--- src/rtl/sio_pkg.sv ---
package sio_pkg;
   typedef enum logic [1:0] {
      REG_CTRL = 2'd0,
      REG_STAT = 2'd1,
      REG_DATA = 2'd2,
      REG_NONE = 2'd3
   } reg_sel_e;

   localparam int unsigned CTRL_EN_BIT   = 0;
   localparam int unsigned CTRL_MST_BIT  = 1;
   localparam int unsigned STAT_DONE_BIT = 0;
   localparam int unsigned STAT_COLL_BIT = 7;
endpackage

--- src/rtl/sio_sck_gen.sv ---
// Serial clock source: divider in master mode, synchroniser and edge
// detector in slave mode. Emits single-cycle fall/rise events.
module sio_sck_gen #(
   parameter int unsigned DIV         = 4,
   parameter int unsigned SYNC_STAGES = 2
) (
   input  logic clk,
   input  logic rst_n,
   input  logic spe,
   input  logic mstr,
   input  logic run_m,
   input  logic sck_in,
   output logic sck_out,
   output logic fall_evt,
   output logic rise_evt
);
   localparam int unsigned DIV_W = (DIV > 2) ? $clog2(DIV) : 1;
   localparam int unsigned HALF  = DIV / 2;
   localparam logic [DIV_W-1:0] HALF_V = DIV_W'(HALF);
   localparam logic [DIV_W-1:0] LAST_V = DIV_W'(DIV - 1);

   logic [DIV_W-1:0] phase;
   logic             sck_q;
   logic             m_fall, m_rise;
   logic             sck_sync, sck_prev;
   logic             s_fall, s_rise, slave_ok;

   assign m_fall = run_m && (phase == '0);
   assign m_rise = run_m && (phase == HALF_V);

   always_ff @(posedge clk) begin
      if (!rst_n || !run_m) begin
         phase <= '0;
         sck_q <= 1'b1;
      end else begin
         phase <= (phase == LAST_V) ? '0 : phase + 1'b1;
         if (m_fall)      sck_q <= 1'b0;
         else if (m_rise) sck_q <= 1'b1;
      end
   end

   generate
      if (SYNC_STAGES < 2) begin : g_sync_one
         always_ff @(posedge clk) begin
            if (!rst_n) sck_sync <= 1'b1;
            else        sck_sync <= sck_in;
         end
      end else begin : g_sync_chain
         logic [SYNC_STAGES-1:0] chain;
         always_ff @(posedge clk) begin
            if (!rst_n) chain <= '1;
            else        chain <= {chain[SYNC_STAGES-2:0], sck_in};
         end
         assign sck_sync = chain[SYNC_STAGES-1];
      end
   endgenerate

   always_ff @(posedge clk) begin
      if (!rst_n) sck_prev <= 1'b1;
      else        sck_prev <= sck_sync;
   end

   assign slave_ok = spe && !mstr;
   assign s_fall   = slave_ok &&  sck_prev && !sck_sync;
   assign s_rise   = slave_ok && !sck_prev &&  sck_sync;

   assign fall_evt = mstr ? m_fall : s_fall;
   assign rise_evt = mstr ? m_rise : s_rise;
   assign sck_out  = sck_q;
endmodule

--- src/rtl/sio_shift.sv ---
// Shift register, bit counter and transfer state.
module sio_shift #(
   parameter int unsigned DATA_W = 8
) (
   input  logic              clk,
   input  logic              rst_n,
   input  logic              spe,
   input  logic              mstr,
   input  logic              load,
   input  logic [DATA_W-1:0] load_data,
   input  logic              fall_evt,
   input  logic              rise_evt,
   input  logic              sdi,
   output logic [DATA_W-1:0] shreg,
   output logic              busy,
   output logic              xfer_m,
   output logic              active,
   output logic              done,
   output logic              sdo
);
   localparam int unsigned CNT_W = $clog2(DATA_W + 1);
   localparam logic [CNT_W-1:0] LAST_BIT = CNT_W'(DATA_W - 1);

   logic [CNT_W-1:0] bit_cnt;
   logic             abort, load_ok;

   assign abort   = !spe || (busy && (xfer_m != mstr));
   assign load_ok = load && !busy;

   always_ff @(posedge clk) begin
      if (!rst_n) begin
         shreg   <= '0;
         busy    <= 1'b0;
         xfer_m  <= 1'b0;
         active  <= 1'b0;
         done    <= 1'b0;
         sdo     <= 1'b0;
         bit_cnt <= '0;
      end else begin
         done <= 1'b0;
         if (load_ok) shreg <= load_data;
         if (abort) begin
            busy    <= 1'b0;
            active  <= 1'b0;
            bit_cnt <= '0;
         end else if (load_ok && mstr) begin
            busy    <= 1'b1;
            xfer_m  <= 1'b1;
            active  <= 1'b0;
            bit_cnt <= '0;
         end else if (!busy && fall_evt) begin
            busy    <= 1'b1;
            xfer_m  <= 1'b0;
            active  <= 1'b1;
            bit_cnt <= '0;
            sdo     <= shreg[DATA_W-1];
         end else if (busy) begin
            if (fall_evt) begin
               active <= 1'b1;
               sdo    <= shreg[DATA_W-1];
            end
            if (rise_evt) begin
               shreg <= {shreg[DATA_W-2:0], sdi};
               if (bit_cnt == LAST_BIT) begin
                  busy    <= 1'b0;
                  active  <= 1'b0;
                  bit_cnt <= '0;
                  done    <= 1'b1;
               end else begin
                  bit_cnt <= bit_cnt + 1'b1;
               end
            end
         end
      end
   end
endmodule

--- src/rtl/sio_flags.sv ---
// Completion and collision flags with the armed-clear latch.
module sio_flags (
   input  logic clk,
   input  logic rst_n,
   input  logic spe,
   input  logic stat_rd,
   input  logic data_acc,
   input  logic active,
   input  logic done,
   output logic spif,
   output logic dcol
);
   logic armed;

   always_ff @(posedge clk) begin
      if (!rst_n) begin
         armed <= 1'b0;
         spif  <= 1'b0;
         dcol  <= 1'b0;
      end else begin
         if (data_acc)             armed <= 1'b0;
         else if (stat_rd && spif) armed <= 1'b1;

         if (done)                   spif <= 1'b1;
         else if (data_acc && armed) spif <= 1'b0;

         if (!spe)                   dcol <= 1'b0;
         else if (data_acc && active) dcol <= 1'b1;
         else if (data_acc && armed)  dcol <= 1'b0;
      end
   end
endmodule

--- src/rtl/sio_port.sv ---
module sio_port
   import sio_pkg::*;
#(
   parameter int unsigned DATA_W      = 8,
   parameter int unsigned SCK_DIV     = 4,
   parameter int unsigned SYNC_STAGES = 2
) (
   input  logic              clk,
   input  logic              rst_n,
   input  logic [1:0]        bus_addr,
   input  logic              bus_wr,
   input  logic              bus_rd,
   input  logic [DATA_W-1:0] bus_wdata,
   output logic [DATA_W-1:0] bus_rdata,
   input  logic              sck_in,
   output logic              sck_out,
   output logic              sck_oe,
   input  logic              sdi,
   output logic              sdo
);
   generate
      if (DATA_W < 8) begin : g_bad_width
         $error("sio_port: DATA_W must be at least 8");
      end
      if (SCK_DIV < 2 || (SCK_DIV % 2) != 0) begin : g_bad_div
         $error("sio_port: SCK_DIV must be even and at least 2");
      end
   endgenerate

   reg_sel_e          sel;
   logic              spe_q, mstr_q;
   logic              stat_rd, data_acc, data_wr;
   logic              fall_evt, rise_evt, run_m;
   logic [DATA_W-1:0] shreg;
   logic              busy, xfer_m, active, done;
   logic              spif, dcol;

   assign sel      = reg_sel_e'(bus_addr);
   assign stat_rd  = bus_rd && (sel == REG_STAT);
   assign data_wr  = bus_wr && (sel == REG_DATA);
   assign data_acc = (bus_wr || bus_rd) && (sel == REG_DATA);
   assign run_m    = busy && xfer_m;

   always_ff @(posedge clk) begin
      if (!rst_n) begin
         spe_q  <= 1'b0;
         mstr_q <= 1'b0;
      end else if (bus_wr && sel == REG_CTRL) begin
         spe_q  <= bus_wdata[CTRL_EN_BIT];
         mstr_q <= bus_wdata[CTRL_MST_BIT];
      end
   end

   sio_sck_gen #(.DIV(SCK_DIV), .SYNC_STAGES(SYNC_STAGES)) u_sck (
      .clk      (clk),
      .rst_n    (rst_n),
      .spe      (spe_q),
      .mstr     (mstr_q),
      .run_m    (run_m),
      .sck_in   (sck_in),
      .sck_out  (sck_out),
      .fall_evt (fall_evt),
      .rise_evt (rise_evt)
   );

   sio_shift #(.DATA_W(DATA_W)) u_shift (
      .clk       (clk),
      .rst_n     (rst_n),
      .spe       (spe_q),
      .mstr      (mstr_q),
      .load      (data_wr),
      .load_data (bus_wdata),
      .fall_evt  (fall_evt),
      .rise_evt  (rise_evt),
      .sdi       (sdi),
      .shreg     (shreg),
      .busy      (busy),
      .xfer_m    (xfer_m),
      .active    (active),
      .done      (done),
      .sdo       (sdo)
   );

   sio_flags u_flags (
      .clk      (clk),
      .rst_n    (rst_n),
      .spe      (spe_q),
      .stat_rd  (stat_rd),
      .data_acc (data_acc),
      .active   (active),
      .done     (done),
      .spif     (spif),
      .dcol     (dcol)
   );

   assign sck_oe = spe_q && mstr_q;

   always_comb begin
      bus_rdata = '0;
      unique case (sel)
         REG_CTRL: begin
            bus_rdata[CTRL_EN_BIT]  = spe_q;
            bus_rdata[CTRL_MST_BIT] = mstr_q;
         end
         REG_STAT: begin
            bus_rdata[STAT_COLL_BIT] = dcol;
            bus_rdata[STAT_DONE_BIT] = spif;
         end
         REG_DATA: bus_rdata = shreg;
         default:  bus_rdata = '0;
      endcase
   end
endmodule

--- config.mk ---
export PLATFORM = sky130hd
export DESIGN_NAME = sio_port
export DESIGN_NICKNAME = d
export VERILOG_FILES = /design/src/rtl/sio_pkg.sv /design/src/rtl/sio_sck_gen.sv /design/src/rtl/sio_shift.sv /design/src/rtl/sio_flags.sv /design/src/rtl/sio_port.sv
export SDC_FILE = /design/constraint.sdc
export NUM_CORES = 1
export LEC_CHECK = 0
export BUFFER_PORTS_ARGS = -buffer_cell sky130_fd_sc_hd__buf_4
export CAP_MARGIN = 20
export CORE_MARGIN = 2
export CORE_UTILIZATION = 57
export DETAILED_ROUTE_END_ITERATION = 12
export PLACE_DENSITY_LB_ADDON = 0.08
export SLEW_MARGIN = 20
export SYNTH_ARGS = -nofsm -noshare
export SYNTH_HDL_FRONTEND = slang
export SYNTH_SLANG_ARGS = --single-unit
--- constraint.sdc ---
create_clock -name clk -period 3.2 [get_ports clk]
set_clock_uncertainty 0.2 [all_clocks]
set_input_delay 0.64 -clock clk [delete_from_list [all_inputs] [get_ports clk]]
set_output_delay 0.64 -clock clk [all_outputs]
set_load 0.005 [all_outputs]
==> results.sh, run 1 <==
export IMPL_outcome="finished clean"
export IMPL_reg2regPathDepth=4
export IMPL_p_switching_uw=128.0
export IMPL_rrSetupSlack_ns=1.16
export IMPL_grt_first_pass_wirelength_um=4209
export IMPL_fin_crit_sh_pct=77.33
export IMPL_yosysSeqAreaShare_pct=39.72
export IMPL_globalRouteOverflowTotal=0
export IMPL_pin_count=27
export IMPL_worst_slew_pin_slew_ns=0.5005
export IMPL_cts_resized=0
export IMPL_htree_levels=1
export IMPL_antenna_found_initial=0
export IMPL_p_leak_uw=0.0006872
export IMPL_ys_async_sr_fraction_pct=0
export IMPL_first_global_vias=976
export IMPL_clkPwrFrac_pct=35.9
export IMPL_vias_per_cell=5.724
export IMPL_synthTopCellsByArea="dfxtp_1, mux2i_1, ha_1"
export IMPL_drv_cap=0
export IMPL_start_util_pct=58.57
export IMPL_required_ns=2.36
export IMPL_postLayoutCoreUtil_pct=69.11
export IMPL_p_comb_share_pct=7.5
export IMPL_min_from="u_sck.g_sync_chain.chain[0]"
export IMPL_grt_max_degree=21
export IMPL_syn_area_um2=1411
export IMPL_drt_iter0_drc=22
export IMPL_layout_drive_gt1_share_pct=23.12
export IMPL_grt_usage_pct=19.78
export IMPL_synth_top_area_share_pct=39.72
export IMPL_rows=18
export IMPL_place_ws_ns=0.5952
export IMPL_rr_startpoint="u_shift.busy"
export IMPL_synthFlopType="dfxtp_1"
export IMPL_ys_types=43
export IMPL_fin_crit_ns=2.474
export IMPL_syn_mean_instance_area_um2=9.472
export IMPL_synth_edf_count=0
export IMPL_die_h_um=53.76
export IMPL_cts_setup_buffers=0
export IMPL_internal_power_uw=507.2
export IMPL_hold_end="u_sck.g_sync_chain.chain[1]"
export IMPL_fin_tns_setup_ns=0
export IMPL_ys_warn_count=0
export IMPL_gr_usage_met3_pct=3.056
export IMPL_worst_slew_margin_rel_pct=66.60
export IMPL_crit_path_start_kind="input pin"
export IMPL_synth_fp_nets=173
export IMPL_endpoint_kind="output port"
export IMPL_grt_busiest_layer="met2"
export IMPL_yosys_area_top_type="dfxtp_1"
export IMPL_wire_per_inst_um=13.42
export IMPL_hpwl_um=2033
export IMPL_cp_max_fo=11
export IMPL_clkTransAtPathRegs_ns=0.15
export IMPL_max_vdd_ir_drop_uv=278.4
export IMPL_grt_use_met2_pct=34.76
export IMPL_hold_viol=0
export IMPL_cts_made_buffers=3
export IMPL_worstSetupPathType="in2out"
export IMPL_reg2reg_to="u_shift.bit_cnt[0]"
export IMPL_fin_nets=198
export IMPL_ctsHoldBuffers=0
export IMPL_gp_congestion=0.7985
export IMPL_setup_violations=0
export IMPL_timing_fmax_ghz=0.4041
export IMPL_synthCells=149
export IMPL_final_design_area_no_fill_um2=1665
export IMPL_fin_ws_ns=0.7255
export IMPL_whs_path_depth=1
export IMPL_rsz0062_at_grt="no"
export IMPL_core_area_um2=2410
export IMPL_cts_path_max_buffers=2
export IMPL_switching_share_pct=20.15
export IMPL_vias=1162
export IMPL_port_buffers=26
export IMPL_hold_class="reg2reg"
export IMPL_routed_wl_um=2725
export IMPL_clock_sinks=28
export IMPL_power_density_nw_per_um2=381.4
export IMPL_syn_to_final_growth_pct=18.00
export IMPL_met1_usage_pct=24.31
export IMPL_cts_root_buf="clkbuf_4"
export IMPL_cts_tree="built"
export IMPL_drt_pass1_iter_count=4
export IMPL_crit_start="bus_addr[0]"
export IMPL_die_area_um2=2890
export IMPL_cp_arrival_ns=1.63
export IMPL_p_seq_share_pct=56.7
export IMPL_antenna_cells=0
export IMPL_insertion_delay_ns=0.32
export IMPL_placed_area_um2=1613
export IMPL_ant_nets=0
export IMPL_die_w_um=53.76
export IMPL_ys_ff_latch=28
export IMPL_drc_errors=0
export IMPL_maxSlewViolCount=0
[power groups by stage]
stage	clock network, µW	logic (µW)	registers [µW]
2_1_floorplan	0	26.3	365
3_3_place_gp	0	46.0	367
6_report	228	47.4	360
4_1_cts	234	47.7	360
5_1_grt	242	52.0	361
3_5_place_dp	0	47.5	368
[cells in the mapped netlist, types with 2 or more instances]
library cell / n
dfxtp_1: 28
mux2i_1: 11
o21ai_0: 10
a21oi_1: 9
ha_1: 8
nand2_1: 8
nor2_1: 8
and2_1: 5
nand2b_1: 5
nor2b_1: 5
inv_1: 4
nand3_1: 4
clkbuf_1: 3
nor3b_1: 3
a211oi_1: 2
a21boi_0: 2
a22oi_1: 2
and2_2: 2
buf_2: 2
nor3_1: 2
o2111ai_1: 2
o211ai_1: 2
xor2_1: 2
[layout make-up]
type / count / area, µm²
clock inverter: 1 / 30.03
tap: 30 / 37.54
fill: 200 / 744.5
multi-input combinational: 110 / 797.0
inverter: 4 / 15.01
timing repair buffer: 27 / 202.7
clock buffer: 3 / 22.52
sequential: 28 / 560.5
[layout by cell type, fill, tap and decap left out, types with 2 or more instances in the layout]
cell	netlist	routed
buf_4	0	27
nor2b_1	5	5
nor2_1	8	8
nand2b_1	5	5
nand3_1	4	4
ha_1	8	8
and2_1	5	5
nor3_1	2	2
dfxtp_1	28	28
a21oi_1	9	9
and2_2	2	2
a22oi_1	2	2
a211oi_1	2	2
nand2_1	8	8
o2111ai_1	2	2
o211ai_1	2	2
a21boi_0	2	2
clkbuf_4	0	3
nor3b_1	3	3
inv_1	4	4
o21ai_0	10	10
mux2i_1	11	11
xor2_1	2	2
[worst max-delay path, stage by stage]
cell and delay [ns]:
buf_4 0.09, inv_1 0.05, ha_1 0.32, a222oi_1 0.32
nor2_1 0.07, buf_4 0.14
[per-layer routing]
layer | vias to the layer above | routed length, µm
met1 | 561 | 1309
met2 | 15 | 1317
li1 | 584 | -
met5 | - | 0
met3 | 2 | 82
met4 | 0 | 15
[kinds of logic after synthesis]
| group | share of synthesized area (%) |
|---|---|
| fa+ha+maj | 7.092 |
| mux | 7.802 |
| compound gates | 19.50 |
| xor+xnor | 1.241 |
| simple gates | 20.83 |
| flops | 39.72 |
| buf+inv | 3.811 |
[flip-flops by register name, indices dropped and copies added, names as in the netlist, 2 cells and up]
register and cells:
u_sck.g_sync_chain.chain 2, u_shift.shreg 8, u_shift.bit_cnt 4, u_sck.phase 2
[how the worst max path moves through the flow]
stage	end	slack (ns)	cells past startpoint
2_1_floorplan	bus_rdata[0]	0.98	5
3_3_place_gp	u_shift.bit_cnt[0]	0.70	7
3_5_place_dp	u_shift.bit_cnt[0]	0.60	7
4_1_cts	bus_rdata[0]	0.72	6
5_1_grt	bus_rdata[0]	0.59	6
6_report	bus_rdata[0]	0.73	6
[stage by stage]
step                      cells  hold slack [ns]  total power, µW
after floorplan             149           0.1863            391.2
after global placement      199           0.1968            413.3
after detailed placement    199           0.1957            415.0
after CTS                   203           0.2310            641.3
after global routing        203           0.2591            654.9
final                       203           0.2295            635.2
No activity file was read; power rests on OpenSTA's default activity.
==> run 2: changes to the inputs <==
- CORE_UTILIZATION: 57 -> 48
- clock period: 3.2 -> 2.25 ns (I/O delays scaled with it)
==> results.sh, run 2 (synthesis results as in run 1) <==
export IMPL_core_area_um2=2781
export IMPL_grt_max_degree=21
export IMPL_cp_arrival_ns=1.43
export IMPL_worstSetupPathType="in2out"
export IMPL_die_h_um=58.23
export IMPL_timing_fmax_ghz=0.4801
export IMPL_die_w_um=58.23
export IMPL_fin_nets=203
export IMPL_pin_count=27
export IMPL_cts_root_buf="clkbuf_4"
export IMPL_final_design_area_no_fill_um2=1688
export IMPL_most_common_layout_cells="buf_4, dfxtp_1, mux2i_1"
export IMPL_largest_reg_flops=8
export IMPL_cp_max_fo=5
export IMPL_rows=19
export IMPL_antenna_found_initial=0
export IMPL_gp_congestion=0.7931
export IMPL_clock_sinks=28
export IMPL_drc_errors=0
export IMPL_die_area_um2=3390
export IMPL_cp_num_cells=6
export IMPL_clkTransAtPathRegs_ns=0.14
export IMPL_reg2regPathDepth=4
export IMPL_hold_class="in2reg"
export IMPL_placed_area_um2=1652
export IMPL_antenna_cells=0
export IMPL_drv_cap=0
export IMPL_start_util_pct=50.74
export IMPL_port_buffers=26
export IMPL_vias=1167
export IMPL_cp_num_buf_inv=3
export IMPL_required_ns=1.60
export IMPL_worst_slew_margin_rel_pct=67.88
export IMPL_cts_made_buffers=3
export IMPL_cts_setup_buffers=0
export IMPL_layout_drive_gt1_share_pct=25.28
export IMPL_insertion_delay_ns=0.33
export IMPL_crit_chain="buf_4 -> inv_1 -> ha_1 -> a222oi_1 -> nor2_1 -> buf_4"
export IMPL_grt_usage_pct=18.01
export IMPL_dp_cells=205
export IMPL_setup_violations=0
export IMPL_fin_tns_setup_ns=0
export IMPL_crit_path_start_kind="input pin"
export IMPL_hpwl_um=2140
export IMPL_drt_iter0_drc=51
export IMPL_largest_register="u_shift.shreg"
export IMPL_p_switching_uw=184.0
export IMPL_p_leak_uw=0.0007070
export IMPL_routed_wl_um=2786
export IMPL_outcome="finished clean"
export IMPL_grt_first_pass_wirelength_um=4761
export IMPL_maxSlewViolCount=0
export IMPL_multi_input_area_um2=797.0
export IMPL_first_global_vias=1099
export IMPL_fin_ws_ns=0.1671
export IMPL_fin_cells=209
export IMPL_drt_pass1_iter_count=4
export IMPL_hold_viol=0
export IMPL_ctsHoldBuffers=0
export IMPL_switching_share_pct=22.24
export IMPL_ant_nets=0
export IMPL_fillers=250
export IMPL_cts_resized=0
export IMPL_p_seq_share_pct=61.8
export IMPL_reg_largest_list="u_shift.shreg x8, u_shift.bit_cnt x4"
export IMPL_crit_family="compound AO/OA/AOI/OAI gates"
export IMPL_p_comb_share_pct=8.7
export IMPL_place_ws_ns=0.1686
export IMPL_worst_slew_pin_slew_ns=0.4812
export IMPL_vias_per_cell=5.584
export IMPL_power_density_nw_per_um2=490.0
export IMPL_htree_levels=1
export IMPL_fin_crit_ns=2.083
export IMPL_internal_power_uw=643.1
export IMPL_cpMaxStageDelayCell="a222oi_1"
export IMPL_wire_per_inst_um=13.33
export IMPL_clkPwrFrac_pct=29.5
export IMPL_layout_commonest_cell="buf_4"
export IMPL_cts_tree="built"
export IMPL_cp_slowest_stage_delay_ns=0.36
export IMPL_regArea_um2=560.5
export IMPL_whs_path_depth=2
export IMPL_syn_to_final_growth_pct=19.59
export IMPL_crit_top_cell="buf_4"
export IMPL_rsz0062_at_grt="no"
export IMPL_max_vdd_ir_drop_uv=336.8
export IMPL_cts_path_max_buffers=2
export IMPL_endpoint_kind="output port"
export IMPL_fin_crit_sh_pct=92.57
export IMPL_globalRouteOverflowTotal=0
[run 2: cell types whose count changed in the layout (fill, tap and decap cells not counted)]
cell,change
bufinv_16,-1
clkbuf_8,+1
buf_4,+5
[run 2: layout make-up]
| class | count | area share, % |
|---|---|---|
| multi-input combinational | 110 | 47.22 |
| inverter | 4 | 0.8895 |
| tap | 31 | 2.298 |
| sequential | 28 | 33.21 |
| timing repair buffer | 32 | 14.23 |
| clock buffer | 4 | 2.150 |
[run 2: worst register-to-register path, stage by stage (launching register included)]
cell	delay, ns
dfxtp_1	0.61
and3_2	0.32
o21ai_4	0.09
or4b_4	0.53
a21oi_2	0.13
[run 2: per-stage QoR]
stage,util [%],hold slack (ns),power [µW]
2_1_floorplan,-,0.1863,556.3
3_3_place_gp,59.38,0.1908,591.2
3_5_place_dp,59.38,0.2184,594.0
4_1_cts,60.68,0.08244,838.9
5_1_grt,60.68,0.08944,860.5
6_report,60.68,0.09406,827.1
[run 2: layer usage]
layer / routed length (µm) / global-route usage [%]
met3: 76 / 2.009
met1: 1371 / 24.13
met5: 0 / 0
met4: 48 / 7.973
met2: 1290 / 29.22
[run 2: final timing paths]
path	startpoint	to	slack, ns
setup reg to reg	mstr_q	u_shift.bit_cnt[3]	0.31
setup / recovery	bus_addr[0]	bus_rdata[0]	0.17
hold reg to reg	u_sck.g_sync_chain.chain[0]	u_sck.g_sync_chain.chain[1]	0.25
hold / removal	sck_in	u_sck.g_sync_chain.chain[0]	0.09
[run 2: power by group through the flow]
stage	logic [µW]	clock network [µW]	registers, µW
6_report	71.8	244	511
5_1_grt	79.5	268	513
4_1_cts	72.5	255	511
3_5_place_dp	72.1	0	522
3_3_place_gp	70.0	0	521
2_1_floorplan	37.4	0	519
